## src/rtl/gpio_pin_irq_pkg.sv

```systemverilog
package gpio_pin_irq_pkg;
  // Byte offsets; software depends on these values.
  localparam int OFF_DATA  = 'h00;
  localparam int OFF_DIR   = 'h04;
  localparam int OFF_IEN   = 'h30;
  localparam int OFF_ITYPE = 'h34;
  localparam int OFF_IPOL  = 'h38;
  localparam int OFF_ISTAT = 'h3C;
  localparam int OFF_ACK   = 'h40;
  localparam int OFF_MASK  = 'h44;
  localparam int OFF_DEB   = 'h48;
  localparam int OFF_EXT   = 'h50;

  typedef enum logic [3:0] {
    SEL_NONE, SEL_DATA, SEL_DIR, SEL_IEN, SEL_ITYPE, SEL_IPOL,
    SEL_ISTAT, SEL_ACK, SEL_MASK, SEL_DEB, SEL_EXT
  } regSel_e;

  typedef struct packed {
    logic    wrData;
    logic    wrDir;
    logic    wrIen;
    logic    wrItype;
    logic    wrIpol;
    logic    wrAck;
    logic    wrMask;
    logic    rdEn;
    regSel_e sel;
  } busCtl_t;
endpackage

```

## src/rtl/gpio_pin_irq_ctrl.sv

```systemverilog
module gpio_pin_irq_ctrl
  import gpio_pin_irq_pkg::*;
#(
  parameter int ADDR_W = 8
) (
  input  logic              busSel,
  input  logic              busEnable,
  input  logic              busWrite,
  input  logic [ADDR_W-1:0] busAddr,
  output busCtl_t           ctl
);
  regSel_e sel;
  logic    wrAccess;

  always_comb begin
    sel = SEL_NONE;
    if (busAddr[1:0] == 2'b00) begin
      if      (busAddr == ADDR_W'(OFF_DATA))  sel = SEL_DATA;
      else if (busAddr == ADDR_W'(OFF_DIR))   sel = SEL_DIR;
      else if (busAddr == ADDR_W'(OFF_IEN))   sel = SEL_IEN;
      else if (busAddr == ADDR_W'(OFF_ITYPE)) sel = SEL_ITYPE;
      else if (busAddr == ADDR_W'(OFF_IPOL))  sel = SEL_IPOL;
      else if (busAddr == ADDR_W'(OFF_ISTAT)) sel = SEL_ISTAT;
      else if (busAddr == ADDR_W'(OFF_ACK))   sel = SEL_ACK;
      else if (busAddr == ADDR_W'(OFF_MASK))  sel = SEL_MASK;
      else if (busAddr == ADDR_W'(OFF_DEB))   sel = SEL_DEB;
      else if (busAddr == ADDR_W'(OFF_EXT))   sel = SEL_EXT;
    end
  end

  assign wrAccess = busSel & busEnable & busWrite;

  always_comb begin
    ctl         = '0;
    ctl.sel     = sel;
    ctl.rdEn    = busSel & ~busWrite;
    ctl.wrData  = wrAccess && (sel == SEL_DATA);
    ctl.wrDir   = wrAccess && (sel == SEL_DIR);
    ctl.wrIen   = wrAccess && (sel == SEL_IEN);
    ctl.wrItype = wrAccess && (sel == SEL_ITYPE);
    ctl.wrIpol  = wrAccess && (sel == SEL_IPOL);
    ctl.wrAck   = wrAccess && (sel == SEL_ACK);
    ctl.wrMask  = wrAccess && (sel == SEL_MASK);
  end
endmodule

```

## src/rtl/gpio_pin_irq_dp.sv

```systemverilog
module gpio_pin_irq_dp
  import gpio_pin_irq_pkg::*;
#(
  parameter int NUM_PINS = 32,
  parameter int DATA_W   = 32
) (
  input  logic                clk,
  input  logic                rstN,
  input  busCtl_t             ctl,
  input  logic [DATA_W-1:0]   wdata,
  input  logic [NUM_PINS-1:0] pinIn,
  output logic [NUM_PINS-1:0] pinOut,
  output logic [NUM_PINS-1:0] pinOe,
  output logic [DATA_W-1:0]   rdata,
  output logic                irqOut,
  output logic [NUM_PINS-1:0] edgeHit,
  output logic [NUM_PINS-1:0] edgeArm,
  output logic [NUM_PINS-1:0] edgeLatch
);
  logic [NUM_PINS-1:0] dataReg, dirReg, ienReg, typeReg, polReg, maskReg;
  logic [NUM_PINS-1:0] syncA, syncB, syncPrev;
  logic [NUM_PINS-1:0] activeNow, activePrev, ackBits, latchNext;
  logic [NUM_PINS-1:0] pending, status;

  always_ff @(posedge clk or negedge rstN) begin
    if (!rstN) begin
      dataReg <= '0;
      dirReg  <= '0;
      ienReg  <= '0;
      typeReg <= '0;
      polReg  <= '0;
      maskReg <= '0;
    end else begin
      if (ctl.wrData)  dataReg <= wdata[NUM_PINS-1:0];
      if (ctl.wrDir)   dirReg  <= wdata[NUM_PINS-1:0];
      if (ctl.wrIen)   ienReg  <= wdata[NUM_PINS-1:0];
      if (ctl.wrItype) typeReg <= wdata[NUM_PINS-1:0];
      if (ctl.wrIpol)  polReg  <= wdata[NUM_PINS-1:0];
      if (ctl.wrMask)  maskReg <= wdata[NUM_PINS-1:0];
    end
  end

  always_ff @(posedge clk or negedge rstN) begin
    if (!rstN) begin
      syncA     <= '0;
      syncB     <= '0;
      syncPrev  <= '0;
      edgeLatch <= '0;
    end else begin
      syncA     <= pinIn;
      syncB     <= syncA;
      syncPrev  <= syncB;
      edgeLatch <= latchNext;
    end
  end

  assign activeNow  = syncB ~^ polReg;
  assign activePrev = syncPrev ~^ polReg;
  assign edgeHit    = activeNow & ~activePrev;
  assign edgeArm    = ienReg & typeReg;
  assign ackBits    = ctl.wrAck ? wdata[NUM_PINS-1:0] : '0;
  assign latchNext  = edgeArm & (edgeHit | (edgeLatch & ~ackBits));

  assign pending = (typeReg & edgeLatch) | (~typeReg & activeNow);
  assign status  = pending & ienReg & ~maskReg;
  assign irqOut  = |status;

  assign pinOut = dataReg;
  assign pinOe  = dirReg;

  always_comb begin
    rdata = '0;
    if (ctl.rdEn) begin
      unique case (ctl.sel)
        SEL_DATA:  rdata = DATA_W'(dataReg);
        SEL_DIR:   rdata = DATA_W'(dirReg);
        SEL_IEN:   rdata = DATA_W'(ienReg);
        SEL_ITYPE: rdata = DATA_W'(typeReg);
        SEL_IPOL:  rdata = DATA_W'(polReg);
        SEL_ISTAT: rdata = DATA_W'(status);
        SEL_MASK:  rdata = DATA_W'(maskReg);
        SEL_EXT:   rdata = DATA_W'(syncB);
        default:   rdata = '0;
      endcase
    end
  end
endmodule

```

## src/rtl/gpio_pin_irq.sv

```systemverilog
module gpio_pin_irq
  import gpio_pin_irq_pkg::*;
#(
  parameter int NUM_PINS = 32,
  parameter int DATA_W   = 32,
  parameter int ADDR_W   = 8
) (
  input  logic                clk,
  input  logic                rstN,
  input  logic                busSel,
  input  logic                busEnable,
  input  logic                busWrite,
  input  logic [ADDR_W-1:0]   busAddr,
  input  logic [DATA_W-1:0]   busWdata,
  output logic [DATA_W-1:0]   busRdata,
  input  logic [NUM_PINS-1:0] pinIn,
  output logic [NUM_PINS-1:0] pinOut,
  output logic [NUM_PINS-1:0] pinOe,
  output logic                irqOut
);
  busCtl_t             ctl;
  logic [NUM_PINS-1:0] edgeHit, edgeArm, edgeLatch;

  gpio_pin_irq_ctrl #(.ADDR_W(ADDR_W)) u_ctrl (
    .busSel(busSel), .busEnable(busEnable), .busWrite(busWrite),
    .busAddr(busAddr), .ctl(ctl)
  );

  gpio_pin_irq_dp #(.NUM_PINS(NUM_PINS), .DATA_W(DATA_W)) u_dp (
    .clk(clk), .rstN(rstN), .ctl(ctl), .wdata(busWdata), .pinIn(pinIn),
    .pinOut(pinOut), .pinOe(pinOe), .rdata(busRdata), .irqOut(irqOut),
    .edgeHit(edgeHit), .edgeArm(edgeArm), .edgeLatch(edgeLatch)
  );
endmodule

```

## config.mk

```make
export PLATFORM = sky130hd
export DESIGN_NAME = gpio_pin_irq
export DESIGN_NICKNAME = d
export VERILOG_FILES = /design/src/rtl/gpio_pin_irq_pkg.sv /design/src/rtl/gpio_pin_irq_ctrl.sv /design/src/rtl/gpio_pin_irq_dp.sv /design/src/rtl/gpio_pin_irq.sv
export SDC_FILE = /design/constraint.sdc
export NUM_CORES = 1
export LEC_CHECK = 0
export ABC_CLOCK_PERIOD_IN_PS = 2550
export BUFFER_PORTS_ARGS = -buffer_cell sky130_fd_sc_hd__buf_2
export CAP_MARGIN = 20
export CORE_UTILIZATION = 50
export CTS_BUF_LIST = sky130_fd_sc_hd__clkbuf_4
export DETAILED_ROUTE_END_ITERATION = 8
export HOLD_SLACK_MARGIN = 0.08
export PLACE_DENSITY = 0.84
export SETUP_SLACK_MARGIN = 0.2
export SLEW_MARGIN = 25
export SYNTH_ARGS = -nofsm -noshare
export SYNTH_HDL_FRONTEND = slang
export SYNTH_SLANG_ARGS = --single-unit
```

## constraint.sdc

```tcl
create_clock -name clk -period 2.55 [get_ports clk]
set_input_delay 0.51 -clock clk [delete_from_list [all_inputs] [get_ports clk]]
set_output_delay 0.51 -clock clk [all_outputs]
set_load 0.03 [all_outputs]
```

==> results of run 1 <==
==> worst register-to-register path, cell delays in order, from the launching register on <==
cell and delay [ns]:
dfrtp_1 0.42, buf_4 0.15, buf_4 0.14, nand2_1 0.07
nor2_1 0.05, a21oi_1 0.14, a21oi_1 0.10
==> stage by stage <==
stage / total power, mW / instances / cell area (um^2) / hold slack [ns] / setup TNS, ns
2_1_floorplan: 5.65 / 1270 / 14900 / 0.214 / -0.0480
3_3_place_gp: 6.03 / 1848 / 16900 / 0.332 / -5.81
3_5_place_dp: 6.06 / 1848 / 16900 / 0.335 / -13.47
4_1_cts: 10.6 / 2115 / 19700 / 0.0861 / -3.03
5_1_grt: 11.0 / 2136 / 20100 / 0.0815 / -6.59
6_report: 10.6 / 2136 / 20100 / 0.104 / -4.43
==> path summary, 6_finish.rpt <==
check                      slack (ns)              from            endpoint
setup / recovery                -0.62  u_dp.typeReg[23]              irqOut
hold / removal                   0.10      busWdata[30]     u_dp.polReg[30]
setup reg to reg                 1.35    u_dp.syncB[23]  u_dp.edgeLatch[23]
hold reg to reg                  0.34     u_dp.syncA[1]       u_dp.syncB[1]
max in group asynchronous        1.37              rstN    u_dp.maskReg[19]
min in group asynchronous        0.36              rstN       u_dp.pinOe[0]
==> layer usage <==
metal	wire length (um)	part of all wire, %	up-vias
met3	4940	9.9	273
met5	0	0	-
met4	3320	6.6	0
li1	-	-	5567
met1	17700	35	6639
met2	24100	48	998
==> synth_stat cells (all sizes together) <==
master,instances,area share (%)
a31oi,6,0.26
nor2b,3,0.13
and4b,23,1.6
nand2b,6,0.26
o31ai,32,1.7
and4,1,0.061
mux2i,4,0.28
a221oi,17,1.0
nand2,121,3.2
or4,2,0.11
and3b,7,0.43
or3b,1,0.061
nor3b,27,1.5
nand3,2,0.070
o21ai,49,1.7
a2111oi,1,0.19
inv,33,0.87
buf,17,0.59
o2111ai,2,0.12
nor4,5,0.26
a22oi,61,3.2
o2bb2ai,9,0.55
nand4bb,1,0.079
nor3,3,0.11
nor4b,2,0.17
a222oi,9,0.63
xnor2,26,1.6
a21oi,144,5.0
or3,1,0.044
dfrtp,320,56
nor2,81,2.1
and2,6,0.26
a22o,3,0.18
nand3b,2,0.11
nand4,4,0.18
xor2,6,0.37
clkbuf,50,1.3
mux2,160,13
o22ai,23,1.0
==> report_power, final <==
part | total (mW) | switching, mW | internal [mW] | leakage, nW
registers | 5.34 | 0.132 | 5.21 | 4.22
logic | 0.839 | 0.481 | 0.358 | 4.44
clock network | 4.46 | 2.09 | 2.37 | 0.604
==> flip-flops by register name, summed over array words and instances, names as in the netlist <==
register,cells
u_dp.pinOut,32
u_dp.edgeLatch,32
u_dp.maskReg,32
u_dp.syncB,32
u_dp.polReg,32
u_dp.syncPrev,32
u_dp.typeReg,32
u_dp.pinOe,32
u_dp.ienReg,32
u_dp.syncA,32
==> what timing repair did <==
action,4_1_cts,5_1_grt
hold buffers,44,0
endpoints found under the hold margin,128,0
resized for setup,173,63
buffers inserted,85,19
setup endpoints to repair,33,33
gates cloned,2,0
pin swaps,66,47
==> kinds of logic (layout without fill, tap and decap cells) <==
| group | Yosys count | in the layout | share of synthesized area (%) |
|---|---|---|---|
| AO/OA/AOI/OAI | 356 | 356 | 15.6 |
| XOR/XNOR | 32 | 32 | 1.96 |
| buffers and inverters | 100 | 586 | 2.77 |
| flip-flops | 320 | 320 | 56.0 |
| multiplexers | 164 | 164 | 12.9 |
| other | 0 | 2 | 0 |
| AND/OR/NAND/NOR | 298 | 298 | 10.7 |
==> final cells by class <==
cell class | instances | area (um^2)
sequential | 320 | 8030
fill | 1725 | 7880
multi-input combinational | 850 | 6880
timing repair buffer | 417 | 3520
clock buffer | 115 | 863
tap | 378 | 473
clock inverter | 21 | 166
inverter | 33 | 124
antenna | 2 | 5.00
==> flow_summary.json, run 1 <==
{
  "h-tree-depth": 3,
  "rows": 61,
  "io_pins": 174,
  "cp_top_family": "simple AND/OR/NAND/NOR gates",
  "gp_congestion": 0.928,
  "cts_buffer_depth": 3,
  "rsz0062_at_grt": "true",
  "vias": 13500,
  "root_buffer": "clkbuf_4",
  "clock_skew_ns": 0.0282,
  "fin_nets": 1784,
  "violations": "setup timing",
  "max-cap-violations": 0,
  "synth-seq-cells": 320,
  "grt.busiest_layer": "met2",
  "worst_path_max_delay_cell": "dfrtp_1",
  "clock_sinks": 320,
  "ys_types": 45,
  "min-delay-path-class": "primary input to flip-flop",
  "use_met2_pct": 54.2,
  "layout_setup_ws_ns": -0.625,
  "ant_nets": 0,
  "dp_hpwl_um": 29000,
  "pre_cts_slack_ns": -0.196,
  "clk_pin_slew_worst_paths_ns": 0.07,
  "wl_per_cell_um": 23.4,
  "dieArea_um2": 29300,
  "antenna_found_initial": 2,
  "fin_util_pct": 71.8,
  "drt_iter0_markers": 1487,
  "period_needed_ns": 3.17,
  "worst_hold_path.num_cells": 2,
  "track_usage_pct": 33.5,
  "dr.pass1.iters": 7,
  "crit_path_start_kind": "flip-flop",
  "most-common-layout-cells": "dfrtp_1 (305), buf_4 (148), buf_2 (137), nand2_1 (119), mux2_2 (117)",
  "grt_pass1_wl_um": 74200,
  "critPathMaxFanout": 4,
  "yosysSeqAreaShare_pct": 56.0,
  "met3_usage_pct": 7.17,
  "start_util_pct": 51.1,
  "cts_tree": "built",
  "crit_arrival_ns": 2.66,
  "synth_area_um2": 14300,
  "crit_cells": 8,
  "grt_pass1_vias": 13800,
  "finalHoldViolCount": 0,
  "ir_worst_vdd_v": 0.000427,
  "tightest_slew_ns": 0.638,
  "die_x_um": 171,
  "drive_gt1_share_pct": 45.0,
  "syn_inst": 1270,
  "avgViaCountPerCell": 6.31,
  "relSlewSlack_pct": 57.4,
  "layout_commonest_cell": "dfrtp_1",
  "wirelength_um": 50100,
  "post-route-period-util_pct": 125,
  "grtUsageMet1_pct": 39.7,
  "power.leakage_nw": 9.26,
  "core_area_um2": 27900,
  "syn_nets": 1347,
  "end_kind": "output pin",
  "grt_max_degree": 72,
  "fp.dieH_um": 171,
  "crit_chain": "and4b_1 > a21oi_2 > buf_4 > nand4_1 > nor4_2 > buf_4 > nand4_1 > buf_6",
  "numCtsBuffers": 85,
  "crit_type": "flip-flop to output pin",
  "drc": 0,
  "finalSetupViolations": 33,
  "timing.fmax_mhz": 315,
  "worstRegToRegCells": 6,
  "syn_avg_cell_area_um2": 11.2,
  "powerDensity_nw_per_um2": 531,
  "clock_latency_ns": 0.73,
  "overflow": 0,
  "io_buffers": 173,
  "finalMaxSlewViolations": 0,
  "cp_data_required_time_ns": 2.04,
  "yosysWarnings": 0,
  "max_stage_delay_ns": 0.41,
  "status": "complete, but fails checks",
  "path_buf_inv": 3,
  "area_delta_synth_final_pct": 40.4
}
No activity file was read; power rests on OpenSTA's default activity.
==> inputs of run 2 (changes only) <==
Settings changed: TNS_END_PERCENT set to 5.
==> run 2 against run 1 <==
  * The flow still finishes with violations (setup timing)
  * Flip-flop and latch count stayed put
  * Setup slack worse by 0.0017 ns
  * Global-route usage down 2.6 points
  * Sequential share of layout area up 2.3 points
  * Combinational power is 12% lower
  * Die area is the same
  * First-iteration DRC count decreased by 13%
  * Clock power hardly changed
  * Maximum frequency about the same
  * Cell area fell by 5.4%
  * Largest cell class unchanged
  * Largest power group unchanged
==> flow_summary.json, run 2 (synthesized netlist as in run 1, its figures left out) <==
{
  "dp.cells": 1843,
  "ant_nets": 0,
  "crit_chain": "and4b_1 > a21oi_2 > buf_4 > nand4_1 > nor4_2 > buf_4 > nand4_1 > buf_6",
  "io_pins": 174,
  "dieArea_um2": 29300,
  "cp_data_required_time_ns": 2.04,
  "period_needed_ns": 3.18,
  "total_power_mw": 10.5,
  "crit_type": "flip-flop to output pin",
  "post-route-period-util_pct": 125,
  "max_stage_delay_ns": 0.41,
  "rows": 61,
  "area_delta_synth_final_pct": 32.8,
  "finalSetupTns_ns": -4.78,
  "fin_nets": 1697,
  "final_area_um2": 19000,
  "cp_top_family": "simple AND/OR/NAND/NOR gates",
  "dp_hpwl_um": 28700,
  "layout_commonest_cell": "dfrtp_1",
  "status": "complete, but fails checks",
  "place_area_um2": 16800,
  "end_kind": "output pin",
  "drt_iter0_markers": 1290,
  "overflow": 0,
  "core_area_um2": 27900,
  "grt_pass1_wl_um": 68800,
  "finalSetupViolations": 33,
  "relSlewSlack_pct": 54.8,
  "crit_path_start_kind": "flip-flop",
  "numCtsBuffers": 82,
  "io_buffers": 173,
  "pre_cts_slack_ns": -0.314,
  "wl_per_cell_um": 21.5,
  "drive_gt1_share_pct": 39.0,
  "vias": 12500,
  "layout_setup_ws_ns": -0.627,
  "cts_tree": "built",
  "wirelength_um": 44300,
  "die_x_um": 171,
  "root_buffer": "clkbuf_4",
  "track_usage_pct": 30.8,
  "critPathMaxFanout": 3,
  "ir_worst_vdd_v": 0.000455,
  "finalHoldViolCount": 0,
  "instances_no_fill": 2057,
  "rsz0062_at_grt": "true",
  "power.leakage_nw": 8.68,
  "clock_latency_ns": 0.71,
  "clk_pin_slew_worst_paths_ns": 0.06,
  "antenna_found_initial": 2,
  "finalMaxSlewViolations": 0,
  "clock_sinks": 320,
  "gp_congestion": 0.923,
  "dr.pass1.iters": 8,
  "drc": 0,
  "crit_arrival_ns": 2.67,
  "max-cap-violations": 0,
  "cts_buffer_depth": 3,
  "h-tree-depth": 3,
  "path_buf_inv": 3,
  "grt_pass1_vias": 12900,
  "clock_skew_ns": 0.0306,
  "fp.dieH_um": 171,
  "avgViaCountPerCell": 6.09,
  "worst_path_max_delay_cell": "dfrtp_1",
  "start_util_pct": 51.1,
  "min-delay-path-class": "primary input to flip-flop",
  "grt_max_degree": 79,
  "powerDensity_nw_per_um2": 555,
  "timing.fmax_mhz": 315,
  "most-common-layout-cells": "dfrtp_1 (301), buf_2 (152), nand2_1 (120), mux2_2 (117), clkbuf_4 (113)",
  "tightest_slew_ns": 0.679,
  "violations": "setup timing"
}
run 2: through the flow:
stage / util (%) / hold WS (ns)
final: 67.9 / 0.138
after global routing: 67.9 / 0.0998
after CTS: 67.4 / 0.0846
after detailed placement: 60.2 / 0.335
after global placement: 60.2 / 0.332
after floorplan: - / 0.214
run 2: worst paths after layout:
path	cells past startpoint	slack, ns	to	start
setup / recovery	8	-0.63	irqOut	u_dp.typeReg[23]
setup reg to reg	3	1.47	u_dp.typeReg[22]	u_dp.typeReg[22]
min in group asynchronous	2	0.40	u_dp.syncA[0]	rstN
hold reg to reg	0	0.33	u_dp.syncB[13]	u_dp.syncA[13]
hold / removal	2	0.14	u_dp.polReg[24]	busWdata[24]
max in group asynchronous	3	1.42	u_dp.syncA[20]	rstN
run 2: layout make-up:
type,count,area [um^2]
flip-flops and latches,320,8030
multi-input cells,850,6630
well taps,378,473
inverters,33,124
diodes,5,12.5
fillers,1986,8960
clock buffers,110,826
repair buffers,333,2670
clock inverters,28,208
run 2: metal layers:
metal	track usage, %	part of all wire [%]
met5	0	0.029
met4	17.6	5.0
met3	7.12	9.7
met2	50.3	48
met1	37.6	37
run 2: power by group:
group	internal, mW	switching [mW]
clock network	2.32	2.13
registers	5.21	0.137
logic	0.313	0.427
total	7.84	2.69
run 2: worst register-to-register path, delay by kind of cell, from the launching register on:
kind	cells	cell delay [ns]
muxes	1	0.27
buffers and inverters	2	0.28
DFF	1	0.41
run 2: repair_timing:
action / 4_1_cts / 5_1_grt
endpoints found under the hold margin: 215 / 0
setup endpoints to repair: 33 / 33
gates resized for setup: 86 / 37
hold buffers: 61 / 0
buffers inserted: 10 / 0
pin swaps: 16 / 3
